## config.mk

```make
export PLATFORM = sky130hd
export DESIGN_NAME = phase_trip_guard
export DESIGN_NICKNAME = d
export VERILOG_FILES = /design/src/rtl/trip_pkg.sv /design/src/rtl/abs_sat.sv /design/src/rtl/persist_ctr.sv /design/src/rtl/phase_chan.sv /design/src/rtl/phase_trip_guard.sv
export SDC_FILE = /design/constraint.sdc
export NUM_CORES = 1
export LEC_CHECK = 0
export BUFFER_PORTS_ARGS = -buffer_cell sky130_fd_sc_hd__clkbuf_2
export CAP_MARGIN = 40
export CELL_PAD_IN_SITES_DETAIL_PLACEMENT = 0
export CELL_PAD_IN_SITES_GLOBAL_PLACEMENT = 2
export CORE_ASPECT_RATIO = 0.6
export CORE_MARGIN = 2
export CORE_UTILIZATION = 40
export CTS_BUF_LIST = sky130_fd_sc_hd__clkbuf_16
export CTS_CLUSTER_DIAMETER = 80
export CTS_CLUSTER_SIZE = 30
export DETAILED_ROUTE_END_ITERATION = 10
export GPL_TIMING_DRIVEN = 0
export PLACE_DENSITY_LB_ADDON = 0.1
export REMOVE_ABC_BUFFERS = 1
export SYNTH_ARGS = -nofsm -noshare
export SYNTH_HDL_FRONTEND = slang
export SYNTH_SLANG_ARGS = --single-unit
```

## constraint.sdc

```tcl
create_clock -name clk_i -period 10.1 [get_ports clk_i]
set_input_delay 1.01 -clock clk_i [delete_from_list [all_inputs] [get_ports clk_i]]
set_output_delay 1.01 -clock clk_i [all_outputs]
set_load 0.05 [all_outputs]
```

## src/rtl/trip_pkg.sv

```systemverilog
package trip_pkg;
  localparam int unsigned SMP_W  = 16;
  localparam int unsigned THR_W  = 16;
  localparam int unsigned QUAL_W = 8;
  localparam int unsigned N_PH   = 3;
  localparam int unsigned GATE_N = 6;
endpackage

```

## src/rtl/abs_sat.sv

```systemverilog
module abs_sat #(
  parameter int unsigned W = 16
) (
  input  logic signed [W-1:0] x_i,
  output logic        [W-2:0] mag_o
);
  localparam logic [W-1:0] MIN_CODE = {1'b1, {(W-1){1'b0}}};
  logic [W-1:0] neg;

  always_comb begin
    neg = -x_i;
    if (!x_i[W-1])               mag_o = x_i[W-2:0];
    else if (x_i == MIN_CODE)    mag_o = '1;
    else                         mag_o = neg[W-2:0];
  end
endmodule

```

## src/rtl/persist_ctr.sv

```systemverilog
module persist_ctr #(
  parameter int unsigned CW = 8
) (
  input  logic          clk_i,
  input  logic          rst_ni,
  input  logic          clr_i,
  input  logic          restart_i,
  input  logic          step_i,
  input  logic          hit_i,
  input  logic [CW-1:0] lim_i,
  output logic          fire_o
);
  logic [CW-1:0] cnt_q;
  logic [CW:0]   run_nxt;
  logic [CW:0]   lim_eff;

  always_comb begin
    run_nxt = {1'b0, cnt_q} + 1'b1;
    lim_eff = (lim_i == '0) ? {{CW{1'b0}}, 1'b1} : {1'b0, lim_i};
    fire_o  = step_i && hit_i && (run_nxt >= lim_eff);
  end

  always_ff @(posedge clk_i or negedge rst_ni) begin
    if (!rst_ni)                cnt_q <= '0;
    else if (clr_i || restart_i) cnt_q <= '0;
    else if (step_i) begin
      if (!hit_i)               cnt_q <= '0;
      else if (!run_nxt[CW])    cnt_q <= run_nxt[CW-1:0];
    end
  end

  // a compliant sample restarts the run
  a_r5_restart: assert property (@(posedge clk_i) disable iff (!rst_ni)
    (step_i && !hit_i) |=> (cnt_q == '0));
endmodule

```

## src/rtl/phase_chan.sv

```systemverilog
module phase_chan
  import trip_pkg::*;
#(
  parameter int unsigned SW = SMP_W,
  parameter int unsigned TW = THR_W,
  parameter int unsigned QW = QUAL_W
) (
  input  logic                 clk_i,
  input  logic                 rst_ni,
  input  logic                 clr_i,
  input  logic                 en_i,
  input  logic                 vld_i,
  input  logic signed [SW-1:0] smp_i,
  input  logic        [TW-1:0] rate_lim_i,
  input  logic        [TW-1:0] mag_lim_i,
  input  logic        [QW-1:0] qual_i,
  output logic                 trip_o
);
  logic signed [SW-1:0] prev_q;
  logic                 have_prev_q;
  logic signed [SW:0]   diff;
  logic        [SW-2:0] abs_smp;
  logic        [SW-1:0] abs_diff;
  logic                 mag_hit, slope_hit, step, fire;

  assign diff = {smp_i[SW-1], smp_i} - {prev_q[SW-1], prev_q};

  abs_sat #(.W(SW))   u_abs_smp  (.x_i(smp_i), .mag_o(abs_smp));
  abs_sat #(.W(SW+1)) u_abs_diff (.x_i(diff),  .mag_o(abs_diff));

  assign mag_hit   = TW'(abs_smp) > mag_lim_i;
  assign slope_hit = have_prev_q && (TW'(abs_diff) > rate_lim_i);
  assign step      = vld_i && en_i;

  persist_ctr #(.CW(QW)) u_ctr (
    .clk_i    (clk_i),
    .rst_ni   (rst_ni),
    .clr_i    (clr_i),
    .restart_i(!en_i),
    .step_i   (step),
    .hit_i    (mag_hit || slope_hit),
    .lim_i    (qual_i),
    .fire_o   (fire)
  );

  always_ff @(posedge clk_i or negedge rst_ni) begin
    if (!rst_ni) begin
      prev_q      <= '0;
      have_prev_q <= 1'b0;
    end else if (clr_i || !en_i) begin
      have_prev_q <= 1'b0;
    end else if (vld_i) begin
      prev_q      <= smp_i;
      have_prev_q <= 1'b1;
    end
  end

  always_ff @(posedge clk_i or negedge rst_ni) begin
    if (!rst_ni)     trip_o <= 1'b0;
    else if (clr_i)  trip_o <= 1'b0;
    else if (fire)   trip_o <= 1'b1;
  end

  a_r6_hold: assert property (@(posedge clk_i) disable iff (!rst_ni)
    (trip_o && !clr_i) |=> trip_o);
  a_r6_clear: assert property (@(posedge clk_i) disable iff (!rst_ni)
    clr_i |=> !trip_o);
  a_r9_no_set_disabled: assert property (@(posedge clk_i) disable iff (!rst_ni)
    (!en_i && !trip_o) |=> !trip_o);
  a_r5_needs_valid: assert property (@(posedge clk_i) disable iff (!rst_ni)
    (!vld_i && !trip_o) |=> !trip_o);
endmodule

```

## src/rtl/phase_trip_guard.sv

```systemverilog
module phase_trip_guard
  import trip_pkg::*;
#(
  parameter int unsigned SW = SMP_W,
  parameter int unsigned TW = THR_W,
  parameter int unsigned QW = QUAL_W,
  parameter int unsigned GN = GATE_N
) (
  input  logic                 clk_i,
  input  logic                 rst_ni,
  input  logic                 en_i,
  input  logic                 clear_i,
  input  logic                 smp_vld_i,
  input  logic signed [SW-1:0] smp_a_i,
  input  logic signed [SW-1:0] smp_b_i,
  input  logic signed [SW-1:0] smp_c_i,
  input  logic        [TW-1:0] rate_lim_i,
  input  logic        [TW-1:0] mag_lim_i,
  input  logic        [QW-1:0] qual_i,
  input  logic        [GN-1:0] gate_i,
  output logic        [GN-1:0] gate_o,
  output logic      [N_PH-1:0] trip_o,
  output logic                 iso_o,
  output logic                 dc_open_o,
  output logic                 cap_off_o
);
  logic signed [SW-1:0] smp [N_PH];

  assign smp[0] = smp_a_i;
  assign smp[1] = smp_b_i;
  assign smp[2] = smp_c_i;

  for (genvar p = 0; p < N_PH; p++) begin : g_ph
    phase_chan #(.SW(SW), .TW(TW), .QW(QW)) u_chan (
      .clk_i     (clk_i),
      .rst_ni    (rst_ni),
      .clr_i     (clear_i),
      .en_i      (en_i),
      .vld_i     (smp_vld_i),
      .smp_i     (smp[p]),
      .rate_lim_i(rate_lim_i),
      .mag_lim_i (mag_lim_i),
      .qual_i    (qual_i),
      .trip_o    (trip_o[p])
    );
  end

  assign iso_o     = |trip_o;
  assign dc_open_o = iso_o;
  assign cap_off_o = iso_o;
  assign gate_o    = gate_i & {GN{~iso_o}};

  // isolation only rises after an enabled, valid, uncleared sample
  a_r7_rise_cause: assert property (@(posedge clk_i) disable iff (!rst_ni)
    $rose(iso_o) |-> $past(smp_vld_i && en_i && !clear_i));
  // clear drops isolation
  a_r6_clear_all: assert property (@(posedge clk_i) disable iff (!rst_ni)
    clear_i |=> !iso_o);
endmodule

```

# Yosys cells after proc, flatten, opt, wreduce, memory -nomap -nowiden

Cells that the tools add are included.

Add/sub/neg operators: 12
Multiply operators: 0
Div/mod/pow operators: 0
Order comparisons: 9
Equal/unequal tests: 9
Shift-type cells: 0
Mux-type cells: 33
Bitwise operators: 3
Reductions and logical operators: 26

Operators with widths:

| cell                                           | number |
|---|---|
| two-way mux 8 bit                              | 13 |
| two-way mux 16 bit                             | 6 |
| two-way mux 15 bit                             | 6 |
| == test 17 bit (second input constant)         | 3 |
| subtractor 16 x 16 -> 17 bit                   | 3 |
| == test 16 bit (second input constant)         | 3 |
| > comparator 15 x 16 -> 1 bit                  | 3 |
| > comparator 16 bit                            | 3 |
| negation 16 bit                                | 3 |
| negation 15 bit                                | 3 |
| adder 8 x 1 -> 9 bit (second input constant)   | 3 |
| >= comparator 9 bit                            | 2 |
| logical AND 1 bit                              | 10 |
| nonzero test 2 bit                             | 5 |
| >= comparator 9 x 8 -> 1 bit                   | 1 |
| zero test 8 bit                                | 1 |
| two-way mux 1 bit                              | 8 |
| AND reduction 2 bit                            | 4 |
| bitwise AND 6 bit                              | 1 |
| != test 3 bit (second input constant)          | 2 |
| logical OR 1 bit                               | 4 |
| != test 3 x 2 -> 1 bit (second input constant) | 1 |
| OR reduction 3 bit                             | 1 |
| inverter 1 bit                                 | 2 |
| zero test 1 bit                                | 1 |

Bits in registers: 76
Latch bits: 0
RAM bits: 0
ROM bits: 0
Input port bits: 99
Output and inout port bits: 12
Logic and storage cells: 102
Memories: 0

# Depth between registers and ports, before layout

Gate-level depths: netlist (run 1).

Word-level depth: 11
Depth in mapped cells: 24

# Modules after synthesis

Synthesis (run 1) repeated with hierarchy kept, for this count alone.

Cell total of the unflattened synthesis: 1548
Area total of the unflattened synthesis: 12203.0 sq um

Modules (own cells, without submodules):

| module                                  | instances | cells each | area an instance (sq um) |
|---|---|---|---|
| phase_chan                              | 3         | 292        | 2411.1 |
| persist_ctr (g_ph[0].u_chan.u_ctr ...)  | 2         | 89         | 785.8 |
| abs_sat (g_ph[0].u_chan.u_abs_diff ...) | 3         | 69         | 450.4 |
| abs_sat (g_ph[0].u_chan.u_abs_smp ...)  | 3         | 61         | 374.1 |
| persist_ctr (g_ph[2].u_chan.u_ctr)      | 1         | 95         | 850.8 |
| phase_trip_guard                        | 1         | 9          | 73.8 |

# Worst setup path after synthesis (run 1)

No wires, ideal clock.

Path kind: input to register
Start point: input port smp_c_i[0]
End point: register g_ph[2].u_chan.trip_o
Library setup time: 0.121 ns
Arrival time: 5.448 ns
Slack: 4.531 ns
Stages: 24
Buffers on the path: 2
Path through: inv_1 ha_1 fa_1 nand2b_1 a21oi_1 o221a_2 o211ai_1 and4_1 nor3_1 nand2_1 or4_1 buf_2 nand2_1 ha_1 a21o_1 a21o_1 a21oi_1 o21a_1 o221ai_1 a32oi_1 nand2_1 clkbuf_1 a41oi_1 nor2_1

Longest elaborated chain between the ends: 10
Elaborated cells on any way between the ends: 16
Those cells by class: add/sub (3); order compare (2); eq/ne (2); mux (4); reduce/logical (5)

Ends and longest elaborated chain:

| what                                                     | line                         | text |
|---|---|---|
| from (decl)                                              | phase_trip_guard.sv:16       | `input logic signed [SW-1:0] smp_c_i,` |
| subtractor 16 x 16 -> 17 bit                             | phase_chan.sv:26             | `assign diff = {smp_i[SW-1], smp_i} - {prev_q[SW-1], prev_q};` |
| negation 16 bit / == test 17 bit (equally long branches) | abs_sat.sv:11, abs_sat.sv:13 |  |
| two-way mux 16 bit                                       | abs_sat.sv:13                | `else if (x_i == MIN_CODE) mag_o = '1;` |
| two-way mux 16 bit                                       | abs_sat.sv:12                | `if (!x_i[W-1]) mag_o = x_i[W-2:0];` |
| > comparator 16 bit                                      | phase_chan.sv:32             | `assign slope_hit = have_prev_q && (TW'(abs_diff) > rate_lim_i);` |
| logical AND 1 bit                                        | phase_chan.sv:32             |  |
| logical OR 1 bit *                                       | phase_chan.sv:41             | `.hit_i (mag_hit \|\| slope_hit),` |
| logical AND 1 bit * (2 in series)                        | persist_ctr.sv:20            | `fire_o = step_i && hit_i && (run_nxt >= lim_eff);` |
| nonzero test 2 bit (no line) *                           | --                           |  |
| to (signal assigned)                                     | phase_chan.sv:59             | `if (!rst_ni) trip_o <= 1'b0;` |
| to (signal assigned)                                     | phase_chan.sv:60             | `else if (clr_i) trip_o <= 1'b0;` |
| to (signal assigned)                                     | phase_chan.sv:61             | `else if (fire) trip_o <= 1'b1;` |
| to (decl)                                                | phase_chan.sv:17             | `output logic trip_o` |

Every way passes the cells marked *; elsewhere a longest branch is shown, timed or not.
A chain may end at the register's enable or synchronous reset.

# Final worst setup path (run 1)

Start point: input port smp_b_i[0]
End point: register g_ph[1].u_chan.u_ctr.cnt_q[4]

Longest elaborated chain between the ends: 10
Elaborated cells on any way between the ends: 18
Those cells by class: add/sub (3); order compare (2); eq/ne (3); mux (7); reduce/logical (3)

Ends and longest elaborated chain:

| what                                                     | line                         | text |
|---|---|---|
| from (decl)                                              | phase_trip_guard.sv:15       | `input logic signed [SW-1:0] smp_b_i,` |
| subtractor 16 x 16 -> 17 bit                             | phase_chan.sv:26             |  |
| negation 16 bit / == test 17 bit (equally long branches) | abs_sat.sv:11, abs_sat.sv:13 |  |
| two-way mux 16 bit                                       | abs_sat.sv:13                |  |
| two-way mux 16 bit                                       | abs_sat.sv:12                |  |
| > comparator 16 bit                                      | phase_chan.sv:32             |  |
| logical AND 1 bit                                        | phase_chan.sv:32             |  |
| logical OR 1 bit *                                       | phase_chan.sv:41             |  |
| two-way mux 8 bit                                        | persist_ctr.sv:27            | `if (!hit_i) cnt_q <= '0;` |
| two-way mux 8 bit                                        | persist_ctr.sv:26            | `else if (step_i) begin` |
| two-way mux 8 bit                                        | persist_ctr.sv:25            | `else if (clr_i \|\| restart_i) cnt_q <= '0;` |
| to (signal assigned)                                     | persist_ctr.sv:28            | `else if (!run_nxt[CW]) cnt_q <= run_nxt[CW-1:0];` |
| to (decl)                                                | persist_ctr.sv:13            | `logic [CW-1:0] cnt_q;` |

Every way passes the cells marked *; elsewhere a longest branch is shown, timed or not. The select of a mux whose other input is x is not followed.

==> impl_summary.txt, run 1 <==
----------------------------------------------------
[Yosys]
  Ranking of synthesized cells by instance count ... 177 x ha_1, 156 x nand2_1, 118 x inv_1, 85 x a21oi_1, 77 x o21ai_0
  Most used DFF post-synth ... dfrtp_1
  Share of the yosys chip area belonging to registers ... 16.65%
  Most area-hungry cell type in the Yosys netlist ... ha_1
  Synth top area share ... between 10% and 20%
  Post-synthesis cell area ... about 11000 µm²
  Average cell area after synthesis ... just under 8 µm²
  Register bit count reported by yosys ... 76
  Syn. warnings ... 0
  Largest cells by area after synthesis ... ha_1 19%, dfrtp_1 17%, nand2_1 5.1%
  Number of enable flip-flop cells after synthesis ... 0
  Most numerous cell in the Yosys netlist ... ha_1
  Number of distinct library cells after synthesis ... 92
  Synthesized netlist cell count ... 1441
  Post-synth ARST share ... 100.0%

[Clock tree]
  Clk Tree Root Cell ... clkbuf_16
  CTS HTree Levels ... 3
  Number of buffers between clock root and the deepest sink ... 2
  Post-CTS setup buffer count ... 0
  Count of instances resized after the clock tree is built ... 0
  TritonCTS clock tree ... built
  Clock transition time at the flip-flop clock pins of the worst setup and hold paths ... 70 ps
  Clk sink count ... 76
  Hold buffer count at CTS ... 0
  Clock Latency Late Sink ... 380 ps
  CTS Buf Count ... 9

[Drt]
  Number of nets with antenna violations after routing ... 0
  Number of DRC markers in iteration 0 ... about 630
  Count of TritonRoute iterations in the first routing pass ... 5
  Total DRC errors in the routed layout ... 0
  WL final ... about 34 mm
  Total length of routed met3 wires ... 1.373 mm
  Drt wl/cell ... roughly 18 µm
  Highest routing layer actually used ... met4
  Total met2 wirelength after detailed routing ... roughly 13 mm
  Via count ... between 10000 and 15000
  Via density ... between 5 and 6
  Metal-1 WL ... about 19 mm

[Worst setup path]
  Capturing instance or port of the critical path ... g_ph[1].u_chan.u_ctr.cnt_q[4]
  Endpoint of the most critical register-to-register path ... g_ph[2].u_chan.trip_o
  Kind of critical path ... input pin to flip-flop
  Crit path capture type ... flip-flop
  Number of cell instances on the worst register-to-register path ... 21
  Critical path startpoint ... smp_b_i[0]
  R2R Setup Slk ... 4240 ps
  Arrival time at the worst endpoint ... roughly 6600 ps
  RR Startpoint ... g_ph[2].u_chan.prev_q[0]
  Startpoint Class ... input pin
  Endpoint required time on the critical path ... 10410 ps
  CP max FO ... 7

[GRT]
  First-pass GRT wire length ... ~54 mm
  Pin count of the biggest net entering global routing ... 56
  GRT Total Usage ... a little under a quarter
  GR Overflow Total ... 0
  Initial antenna violation count ... 0
  Vias in the first global route ... 9804

[STA]
  Layout Skew ... roughly 14 ps
  Setup tns final ... 0 ps
  Post-route clock period utilization ... around 63%
  Peak clock frequency supported by timing ... 0.1583 GHz
  Count of endpoints failing setup in the final report ... 0
  Clock period minus worst slack ... approximately 6300 ps
  Actual slew at the worst max-slew pin ... 890.9 ps
  Hold violation total from the final report ... 0
  Number of max-slew violations in the final report ... 0
  RSZ-0062 raised after global routing ... no
  Relative max-transition margin ... 40.21%

[Hold path]
  Hold/Removal Path Class ... flip-flop to flip-flop
  Source of the worst hold timing path ... g_ph[0].u_chan.prev_q[11]
  Cell depth of the worst min-delay path ... 1

[Power]
  Worst ir drop on vdd ... 0.00007032 V
  Power density of the placed cells ... 161.6 nW/µm²
  PnR Total Power ... 2.048 mW
  P_leak ... 6.321 nW

[Finish]
  Nets ... 1806
  Fill cells ... about 2900
  Number of diodes ... 0
  P&R area growth vs syn ... 10.90%
  Share of final-layout standard cells stronger than drive strength 1 ... 13.84%

[Floorplanning]
  Core footprint ... 27820 µm²
  Full die area ... 29970 µm²
  Die Width ... 222.2 µm
  Count of standard-cell rows ... 47
  Top Ports ... 111
  Initial Util ... 41.07%
  Die Y-Extent ... 134.9 µm

[Placement]
  Detailed Place HPWL ... about 28 mm
  Port Buffer Count ... 110
  GP Congestion ... 0.8644

[Status]
  Outcome ... finished clean

[Run]
  Max Cap Violations ... 0

----------------------------------------------------
==> area by class of cell <==
type / instances / area [µm²] / area share (%)
clock inverter: 7 / 92.59 / 0.7309
sequential: 76 / 1902 / 15.01
tap: 367 / 459.2 / 3.625
timing repair buffer: 116 / 655.6 / 5.175
multi-input combinational: 1206 / 8891 / 70.18
inverter: 118 / 442.9 / 3.496
clock buffer: 9 / 225.2 / 1.778
==> how the worst min path moves through the flow <==
stage	to
2_1_floorplan	g_ph[0].u_chan.prev_q[0]
3_3_place_gp	g_ph[2].u_chan.prev_q[6]
3_5_place_dp	g_ph[0].u_chan.prev_q[12]
4_1_cts	g_ph[0].u_chan.prev_q[5]
5_1_grt	g_ph[0].u_chan.prev_q[13]
6_report	g_ph[0].u_chan.prev_q[11]
==> logic make-up after synthesis <==
family	after synthesis	synth area share, %
AO/OA/AOI/OAI	395	23.65
XOR/XNOR	96	7.426
adder cells (fa/ha/maj)	180	19.91
buffers and inverters	159	5.542
flip-flops	76	16.65
multiplexers	46	4.491
AND/OR/NAND/NOR	489	22.33
==> power breakdown <==
| group | internal (mW) | switching (mW) |
|---|---|---|
| Combinational | 0.546 | 0.773 |
| Sequential | 0.341 | 0.0191 |
| Clock | 0.216 | 0.152 |
==> critical path, cell delays in order <==
cell      delay, ps
clkbuf_2        110
inv_1           100
ha_1            230
fa_1            410
xor2_1          350
and2_1          220
a21boi_0        330
nand3_1         320
nor4_4          280
and3_1          230
or3b_1          480
a41oi_1         310
ha_1            160
nand4_1         140
or3_1           450
o221a_2         300
o22a_1          260
o21ai_0         470
and2_1          310
a32o_1          150
==> registers in the layout, summed over array words and instances (netlist names) <==
register / flops
g_ph.u_chan.u_ctr.cnt_q: 24
g_ph.u_chan.trip_o: 3
g_ph.u_chan.prev_q: 48
g_ph.u_chan.have_prev_q: 1
==> layout by cell type, fill, tap and decap left out, drive strengths merged, types with 18 or more instances in the layout <==
cell type  instances
a21oi             85
and3              19
clkbuf           119
xnor2             38
nand3             41
o21a              24
and2              26
o31ai             18
o21ai             81
inv              119
or3               19
ha               177
nand2            158
mux2              42
a21o              51
dfrtp             76
xor2              58
nor2              72
nor2b             27
nand4             24
nand2b            27
nor3              19
==> through the flow <==
step                      util [%]  hold slack, ps  setup WS (ps)  area (µm²)  std cells
after global placement       44.02           486.7           3112       12240       1877
after floorplan                  -           479.3           4566       11230       1400
after CTS                    45.54           507.4           3800       12670       1899
final                        45.54           502.9           3782       12670       1899
after global routing         45.54           515.8           3317       12670       1899
after detailed placement     44.40           493.1           3419       12350       1883
==> per-layer routing <==
| layer | vias up | GRT usage, % |
|---|---|---|
| met1 | 5017 | 36.16 |
| met4 | 0 | 4.167 |
| met2 | 186 | 31.64 |
| met5 | - | 0 |
| met3 | 21 | 3.307 |
| li1 | 5436 | - |
Power figures use the tool's default switching activity.
==> run 2: changes to the inputs <==
ABC_AREA = 1   (was default)
CORE_UTILIZATION = 33   (was 40)
clock period = 5.9 ns   (was 10.1 ns; I/O delays follow)
==> run 2 against run 1 <==
Effect of this change:
- count of clock-buffer cells in the layout unchanged
- cell area increased by 8.6%
- critical endpoint is now g_ph[1].u_chan.u_ctr.cnt_q[0]
- flip-flop and latch count unchanged
- total power increased by 62%
- worst hold slack got worse by 240 ps
- first-iteration DRC count increased by 51%
- largest power group unchanged
==> impl_summary.txt, run 2 <==
----------------------------------------------------
[Yosys]
  Post-synth ARST share ... 100.0%
  Average cell area after synthesis ... about 6 µm²
  Post-synthesis cell area ... 12370 µm²
  Synthesized netlist cell count ... about 2100
  Synth top area share ... 19.30%
  Number of enable flip-flop cells after synthesis ... 0
  Syn. warnings ... 0
  Number of distinct library cells after synthesis ... 46
  Register bit count reported by yosys ... 76
  Ranking of synthesized cells by instance count ... 636 x nand2_1, 352 x inv_1, 265 x nand3_1, 189 x nor2_1, 177 x ha_1
  Largest cells by area after synthesis ... nand2_1 19%, ha_1 18%, dfrtp_1 15%
  Most area-hungry cell type in the Yosys netlist ... nand2_1
  Most numerous cell in the Yosys netlist ... nand2_1
  Share of the yosys chip area belonging to registers ... 15.38%
  Most used DFF post-synth ... dfrtp_1

[Clock tree]
  Clock transition time at the flip-flop clock pins of the worst setup and hold paths ... 80 ps
  Post-CTS setup buffer count ... 0
  Hold buffer count at CTS ... 0
  Clk sink count ... 76
  TritonCTS clock tree ... built
  Number of buffers between clock root and the deepest sink ... 2
  Count of instances resized after the clock tree is built ... 0
  CTS Buf Count ... 9
  CTS HTree Levels ... 3
  Clock Latency Late Sink ... 370 ps
  Clk Tree Root Cell ... clkbuf_16

[Drt]
  Number of DRC markers in iteration 0 ... approximately 950
  Via density ... 4.834
  WL final ... between 40 and 50 mm
  Via count ... 13124
  Number of nets with antenna violations after routing ... 0
  Total DRC errors in the routed layout ... 0
  Count of TritonRoute iterations in the first routing pass ... 8
  Drt wl/cell ... about 15 µm

[Worst setup path]
  Kind of critical path ... input pin to flip-flop
  Arrival time at the worst endpoint ... 5570 ps
  Delay contributed by the slowest stage of the critical path ... 550 ps
  Most used cell along the critical path ... nand2_1
  Startpoint Class ... input pin
  Cell with the largest stage delay on the worst path ... clkinv_1
  Number of buffer and inverter instances along the worst setup path ... 4
  Endpoint required time on the critical path ... slightly above 6000 ps
  Crit path capture type ... flip-flop
  CP delay by family, top ... simple AND/OR/NAND/NOR gates
  CP max FO ... 18

[STA]
  Relative max-transition margin ... 50.63%
  Count of endpoints failing setup in the final report ... 0
  Actual slew at the worst max-slew pin ... 732.8 ps
  Post-route clock period utilization ... 89.11%
  RSZ-0062 raised after global routing ... no
  Post-layout worst setup margin ... 642.6 ps
  Clock period minus worst slack ... 5257 ps
  Layout Skew ... between 15 and 20 ps
  Hold slack final ... 262.3 ps
  Number of max-slew violations in the final report ... 0
  Setup tns final ... 0 ps
  Hold violation total from the final report ... 0
  Peak clock frequency supported by timing ... between 0.15 and 0.2 GHz

[Finish]
  Nets ... around 2500
  Max FFs per register ... 48
  Register with the most flip-flops ... g_ph.u_chan.prev_q
  Share of final-layout standard cells stronger than drive strength 1 ... 7.741%
  Fill cells ... 4122
  Leading cell type in the layout, fill and taps excluded ... nand2_1
  Finished Core Util ... approximately 38%
  Most frequent cells in the layout ... 635 x nand2_1, 352 x inv_1, 265 x nand3_1
  P&R area growth vs syn ... 11.18%
  Top flop regs ... g_ph.u_chan.prev_q x48, g_ph.u_chan.u_ctr.cnt_q x24, g_ph.u_chan.trip_o x3

[Floorplanning]
  Die Width ... 253.9 µm
  Full die area ... 39100 µm²
  Core footprint ... roughly 37000 µm²
  Count of standard-cell rows ... between 50 and 60
  Die Y-Extent ... between 150 and 200 µm
  Initial Util ... around a third
  Top Ports ... between 100 and 150

[GRT]
  First-pass GRT wire length ... 66.27 mm
  GR Overflow Total ... 0
  Vias in the first global route ... 11933
  Initial antenna violation count ... 2
  GRT Total Usage ... about 22%
  Pin count of the biggest net entering global routing ... just over 90

[Placement]
  Post-Place Setup Slack ... 252.2 ps
  Detailed Place HPWL ... 35.17 mm
  GP Congestion ... around 0.85
  Port Buffer Count ... 110

[Power]
  Worst ir drop on vdd ... 0.0001532 V
  P_leak ... 8.075 nW
  Power density of the placed cells ... 241.5 nW/µm²

[Status]
  Outcome ... finished clean

[Run]
  Max Cap Violations ... 0

[Hold path]
  Hold/Removal Path Class ... input pin to async pin

----------------------------------------------------
## run 2: changes by cell type in the layout (fill, tap and decap cells not counted), sizes merged, moves of 20 or more
| cell | previous run | this run |
|---|---|---|
| nand2b | 27 | 0 |
| and2 | 26 | 6 |
| nor2 | 72 | 194 |
| nor2b | 27 | 0 |
| nand2 | 158 | 649 |
| xnor2 | 38 | 4 |
| mux2 | 42 | 0 |
| nand3b | 2 | 22 |
| a21o | 51 | 3 |
| xor2 | 58 | 17 |
| nand3 | 41 | 269 |
| inv | 119 | 362 |
## run 2: path summary, 6_finish.rpt
check                                         start                            end  slack [ps]  depth (start not counted)
min in group clk_i                          clear_i          g_ph[1].u_chan.trip_o         420                          2
max reg2reg                g_ph[1].u_chan.prev_q[0]  g_ph[1].u_chan.u_ctr.cnt_q[0]         730                         25
min                                          rst_ni  g_ph[1].u_chan.u_ctr.cnt_q[2]         260                          1
max in group asynchronous                    rst_ni       g_ph[0].u_chan.prev_q[6]        4960                          2
min reg2reg                g_ph[2].u_chan.prev_q[5]       g_ph[2].u_chan.prev_q[5]         480                          2
max                                      smp_b_i[0]  g_ph[1].u_chan.u_ctr.cnt_q[0]         640                         27
## run 2: metrics by stage
| step | cell area [µm²] | power [mW] | instances |
|---|---|---|---|
| 2_1_floorplan | 12180 | 2.126 | 2080 |
| 4_1_cts | 13750 | 3.344 | 2713 |
| 6_report | 13750 | 3.321 | 2715 |
| 3_3_place_gp | 13360 | 2.669 | 2694 |
| 5_1_grt | 13750 | 3.717 | 2715 |
| 3_5_place_dp | 13440 | 2.711 | 2697 |
## run 2: worst reg2reg max path, cell delays in order (launching register included)
cell      delay [ps]
dfrtp_1          400
ha_1             200
fa_1             400
inv_1            110
nand3_1          140
nand2_2          140
nand2_1           80
nand2_1          100
nand3_1           90
nand2_1           70
nand2_1           40
nand2_1          360
clkinv_1         560
nand4_1          270
nand3_1          150
ha_1             310
nand4_1          110
nor3_1           240
nand2_1           80
nand2_1           60
nand2_1           40
nand2_1          220
nand3_1          370
nand2_1          390
nand2_1          100
nand2_1           80
## run 2: logic make-up (layout without fill, tap and decap cells)
| kind of cell | after synthesis | in the layout | synth area share, % |
|---|---|---|---|
| and+or+nand+nor | 1218 | 1218 | 42.58 |
| buffers and inverters | 397 | 490 | 12.49 |
| AOI/OAI and AO/OA | 224 | 224 | 9.680 |
| adders and majority gates | 180 | 180 | 18.39 |
| DFF | 76 | 76 | 15.38 |
| xor gates and xnor gates | 21 | 21 | 1.487 |
| other | 0 | 2 | 0 |
## run 2: layout make-up
cell class | instances | area [µm²] | area share [%]
diodes | 2 | 5.005 | 0.03639
clock buffers | 9 | 225.2 | 1.638
clock inverters | 7 | 81.33 | 0.5914
inverters | 361 | 1355 | 9.854
multi-input cells | 1643 | 8930 | 64.94
flip-flops and latches | 76 | 1902 | 13.83
well taps | 504 | 630.6 | 4.586
repair buffers | 113 | 623.1 | 4.531
## run 2: metal layers
metal	share of wire [%]	track usage, %	up-vias
li1	-	-	7023
met4	1.5	4.734	0
met2	39	30.51	185
met5	0	0	-
met3	3.0	2.370	23
met1	57	34.54	5893
## run 2: power by group
| part | total [mW] | internal [mW] | switching (mW) |
|---|---|---|---|
| Combinational | 2.11 | 0.728 | 1.38 |
| Clock | 0.610 | 0.334 | 0.275 |
| Sequential | 0.603 | 0.575 | 0.0286 |
| Total | 3.32 | 1.64 | 1.68 |
